--- src/rtl/sstr_pkg.sv ---
package sstr_pkg;
    typedef enum logic [1:0] {
        ST_IDLE  = 2'd0,
        ST_WAIT  = 2'd1,
        ST_DRIVE = 2'd2
    } state_t;
endpackage

--- src/rtl/sstr_sync_edge.sv ---
// Synchronizer chain followed by a falling-edge detector.
module sstr_sync_edge #(
    parameter int STAGES = 2
) (
    input  logic clk,
    input  logic rst,
    input  logic din_n,
    output logic fall
);
    logic [STAGES-1:0] chain;
    logic              prev;

    always_ff @(posedge clk) begin
        if (rst) chain[0] <= 1'b1;
        else     chain[0] <= din_n;
    end

    generate
        for (genvar g = 1; g < STAGES; g++) begin : g_stage
            always_ff @(posedge clk) begin
                if (rst) chain[g] <= 1'b1;
                else     chain[g] <= chain[g-1];
            end
        end
    endgenerate

    always_ff @(posedge clk) begin
        if (rst) prev <= 1'b1;
        else     prev <= chain[STAGES-1];
    end

    assign fall = prev & ~chain[STAGES-1];
endmodule

--- src/rtl/sstr_timer.sv ---
// Cycle counter shared by the WAIT and DRIVE phases.
module sstr_timer #(
    parameter int WAIT_CYC  = 6,
    parameter int WIDTH_CYC = 45
) (
    input  logic clk,
    input  logic rst,
    input  logic clr,
    input  logic run,
    output logic wait_done,
    output logic drive_done
);
    localparam int MAXC = (WAIT_CYC > WIDTH_CYC) ? WAIT_CYC : WIDTH_CYC;
    localparam int CW   = $clog2(MAXC + 1);

    logic [CW-1:0] cnt;

    always_ff @(posedge clk) begin
        if (rst || clr) cnt <= '0;
        else if (run)   cnt <= cnt + 1'b1;
    end

    assign wait_done  = (cnt == CW'(WAIT_CYC - 1));
    assign drive_done = (cnt == CW'(WIDTH_CYC - 1));
endmodule

--- src/rtl/sstr_fsm.sv ---
// Three-state sequencer: rest, delay count, active drive.
module sstr_fsm
    import sstr_pkg::*;
#(
    parameter int WAIT_CYC  = 6,
    parameter int WIDTH_CYC = 45
) (
    input  logic   clk,
    input  logic   rst,
    input  logic   fall,
    input  logic   en,
    output state_t state
);
    state_t nxt;
    logic   wait_done;
    logic   drive_done;

    sstr_timer #(
        .WAIT_CYC (WAIT_CYC),
        .WIDTH_CYC(WIDTH_CYC)
    ) u_timer (
        .clk       (clk),
        .rst       (rst),
        .clr       (state != nxt),
        .run       (state != ST_IDLE),
        .wait_done (wait_done),
        .drive_done(drive_done)
    );

    always_ff @(posedge clk) begin
        if (rst) state <= ST_IDLE;
        else     state <= nxt;
    end

    always_comb begin
        nxt = state;
        unique case (state)
            ST_IDLE: begin
                if (fall && en) nxt = ST_WAIT;
            end
            ST_WAIT: begin
                if (!en)            nxt = ST_IDLE;
                else if (wait_done) nxt = ST_DRIVE;
            end
            ST_DRIVE: begin
                if (!en || drive_done) nxt = ST_IDLE;
            end
            default: nxt = ST_IDLE;
        endcase
    end
endmodule

--- src/rtl/sstr_outstage.sv ---
// Output level: active only in DRIVE with enable high, then polarity applied.
module sstr_outstage
    import sstr_pkg::*;
(
    input  state_t state,
    input  logic   en,
    input  logic   inv,
    output logic   strobe
);
    always_comb begin
        strobe = ((state == ST_DRIVE) && en) ^ inv;
    end
endmodule

--- src/rtl/conv_strobe_gen.sv ---
module conv_strobe_gen
    import sstr_pkg::*;
#(
    parameter int DELAY_CYC   = 8,
    parameter int WIDTH_CYC   = 45,
    parameter int SYNC_STAGES = 2
) (
    input  logic clk,
    input  logic rst,
    input  logic cnv_cmd_n,
    input  logic strb_en,
    input  logic strb_inv,
    output logic strb_out
);
    // The synchronizer and the IDLE->WAIT edge together take SYNC_STAGES clocks.
    localparam int WAIT_CYC = DELAY_CYC - SYNC_STAGES;

    logic   cmd_fall;
    state_t state;

    sstr_sync_edge #(.STAGES(SYNC_STAGES)) u_sync (
        .clk  (clk),
        .rst  (rst),
        .din_n(cnv_cmd_n),
        .fall (cmd_fall)
    );

    sstr_fsm #(
        .WAIT_CYC (WAIT_CYC),
        .WIDTH_CYC(WIDTH_CYC)
    ) u_fsm (
        .clk  (clk),
        .rst  (rst),
        .fall (cmd_fall),
        .en   (strb_en),
        .state(state)
    );

    sstr_outstage u_out (
        .state (state),
        .en    (strb_en),
        .inv   (strb_inv),
        .strobe(strb_out)
    );
endmodule

--- config.mk ---
export PLATFORM = sky130hd
export DESIGN_NAME = conv_strobe_gen
export DESIGN_NICKNAME = d
export VERILOG_FILES = /design/src/rtl/sstr_pkg.sv /design/src/rtl/sstr_sync_edge.sv /design/src/rtl/sstr_timer.sv /design/src/rtl/sstr_fsm.sv /design/src/rtl/sstr_outstage.sv /design/src/rtl/conv_strobe_gen.sv
export SDC_FILE = /design/constraint.sdc
export NUM_CORES = 1
export LEC_CHECK = 0
export BUFFER_PORTS_ARGS = -buffer_cell sky130_fd_sc_hd__buf_2
export CAP_MARGIN = 30
export CORE_AREA = 3 3 40 42
export CTS_CLUSTER_DIAMETER = 60
export CTS_CLUSTER_SIZE = 16
export DETAILED_ROUTE_END_ITERATION = 8
export DIE_AREA = 0 0 43 45
export GPL_ROUTABILITY_DRIVEN = 0
export HOLD_SLACK_MARGIN = 0.15
export PLACE_DENSITY = 0.67
export SYNTH_ARGS = -nofsm -noshare
export SYNTH_HDL_FRONTEND = slang
export SYNTH_HIERARCHICAL = 1
export SYNTH_SLANG_ARGS = --single-unit
--- constraint.sdc ---
create_clock -name clk -period 2.3 [get_ports clk]
set_input_delay 0.115 -clock clk [delete_from_list [all_inputs] [get_ports clk]]
set_output_delay 0.115 -clock clk [all_outputs]
set_load 0.03 [all_outputs]
==> impl_metrics.tcl <==
set metrics [dict create \
    clock_skew_ns 0.00105 \
    power-per-cell-area_nw_per_um2 531 \
    syn-num-nets 64 \
    stdcell_area_um2 659 \
    core_um2 1280 \
    hpwlAfterDp_um 643 \
    place_area_um2 603 \
    htree_levels 1 \
    netlist_instances 56 \
    synth_top_family_by_area "simple AND/OR/NAND/NOR gates" \
    power_frac_seq 0.559 \
    layout.nets 76 \
    synth_seq_area_share 0.391 \
    layout_commonest_cell "dfxtp_1" \
    synth-main-ff-cell "dfxtp_1" \
    std_cell_rows 13 \
    netlist_area_um2 563 \
    syn_avg_cell_area_um2 10.1 \
    wl_per_cell_um 10.3 \
    synthArstFlopShare 0 \
    required_ns 2.46 \
    clockRootBuffer "clkbuf_4" \
    grt_pass1_vias 420 \
    drt_wl_total_um 843 \
    synth-adder-area-share 0.0667 \
    overflow 0 \
    rsz0062_at_grt "false" \
    fin_crit_ns 1.77 \
    crit_path_end_kind "flop" \
    startpoint_type "flop" \
    viasPerCell 5.00 \
    synth-xor-area-share 0.0911 \
    maxSlewHeadroom 0.704 \
    route.detailed.drc 0 \
    sw_frac_of_total 0.216 \
    hold_viol 0 \
    cp.arrival_ns 1.93 \
    die_h_um 45 \
    post-route-period-util 0.770 \
    drt_iter0_markers 14 \
    max_freq_mhz 564 \
    drive_above_1_share 0.224 \
    crit_type "flop to flop" \
    postRouteAntennaNets 0 \
    synth_compound_area_frac 0.0844 \
    final_max_slew_viol_count 0 \
    clock-sinks 11 \
    tightest_slew_ns 0.438 \
    regArea_um2 220 \
    antenna_found_initial 0 \
    fin_ws_ns 0.528 \
    diodes 0 \
    pin_count 6 \
    multi_input_area_um2 332 \
    portBuffers 5 \
    cts_buffer_depth 2 \
    path_clk_slew_ns 0.07 \
    cp_max_fo 6 \
    vdd.ir_drop.worst_mv 0.332 \
    die_area_um2 1940 \
    p_comb_frac 0.074 \
    fin_setup_tns_ns 0 \
    ys_ff_latch 11 \
    yosysWarnings 6 \
    final_cell_mix "dfxtp_1, nor2_1, buf_2" \
    dp.cells 75 \
    dr_total_vias 410 \
    status "complete, no violations" \
    fp.dieW_um 43 \
    initial_utilization 0.438 \
    fill_cells 110 \
    numCtsBuffers 3 \
    grt_pass1_wl_um 1610 \
    muxShareOfSynthArea 0.0178 \
    final_util 0.513 \
    synth_edf_count 0 \
    first_pass_iters 4 \
    clock_latency_ns 0.26 \
    reg2reg_depth 6 \
    hold_depth 3 \
    setup_violations 0 \
    power_frac_clock 0.368 \
    power.leakage_nw 0.288 \
    switching_power_uw 75.7 \
    cts_tree "yes" \
    pre_cts_ws_ns 0.504 \
    grt_use_total 0.113 \
    hp-class "input pin to flop" \
    cap_violations 0 \
    yosys.area_share.simple 0.329 \
    fin_cells 82 \
    area_growth_pct 17.1 \
    grt_max_degree 9 \
    post_cts_resized 0 \
    ys_types 28 \
    p_int_uw 274 \
]
worst paths after layout:
kind	from	end	slack, ns
worst min register to register	u_sync/chain[0]	u_sync/chain[1]	0.41
worst max register to register	u_fsm/u_timer/cnt[0]	u_fsm/u_timer/cnt[1]	0.53
worst min-delay path	strb_en	u_fsm/state[0]	0.20
worst max-delay path	u_fsm/u_timer/cnt[0]	u_fsm/u_timer/cnt[1]	0.53
power groups by stage:
stage	logic, mW	registers (mW)	clock network, mW
2_1_floorplan	0.0144	0.199	0
3_3_place_gp	0.0216	0.200	0
3_5_place_dp	0.0222	0.200	0
4_1_cts	0.0260	0.196	0.135
5_1_grt	0.0287	0.196	0.140
6_report	0.0258	0.196	0.129
cells in the mapped netlist, types with 2 or more instances:
master    count  area [um2]
or2_2         2        12.5
nor2_1        6        22.5
nand2b_1      4        25.0
a211oi_1      2        15.0
xor2_1        3        26.3
nand2_1       2        7.51
or2_1         3        18.8
ha_1          3        37.5
inv_1         2        7.51
dfxtp_1      11         220
timing repair:
item	CTS	global route
hold endpoints to repair	3	0
hold buffers	3	0
buffers inserted	0	0
critical path: stages (launching register included):
cell and delay [ns]:
dfxtp_1 0.44, ha_1 0.18, nor4b_1 0.38, and4bb_1 0.28, a211oi_2 0.14, or2_2 0.19, nor2_1 0.06
cell type report:
type / instances / share of cell area
multi-input combinational: 42 / 0.503
sequential: 11 / 0.334
timing repair buffer: 8 / 0.0835
clock buffer: 4 / 0.0398
tap: 15 / 0.0285
inverter: 2 / 0.0114
state kept, by name, indices dropped and copies added, names as in the netlist:
| signal | count |
|---|---|
| u_fsm/u_timer/cnt | 6 |
| u_fsm/state | 2 |
| u_sync/chain | 2 |
| u_sync/prev | 1 |
stage by stage:
| stage | total power [mW] | hold slack (ns) |
|---|---|---|
| CTS | 0.356 | 0.192 |
| global route | 0.365 | 0.219 |
| global placement | 0.221 | 0.297 |
| floorplan | 0.214 | 0.212 |
| detailed placement | 0.222 | 0.298 |
| finish | 0.350 | 0.196 |
per-layer routing:
layer | global-route usage | part of all wire | up-vias
met5 | 0 | 0 | -
met4 | 0.0723 | 0.017 | 0
met3 | 0.0359 | 0.042 | 2
met2 | 0.180 | 0.49 | 7
met1 | 0.132 | 0.45 | 187
li1 | - | - | 214
cell families after synthesis:
| family | after synthesis |
|---|---|
| compound gates | 6 |
| simple gates | 27 |
| buf+inv | 3 |
| flops | 11 |
| mux | 1 |
| fa+ha+maj | 3 |
| xor+xnor | 5 |
Power figures use the tool's default switching activity.
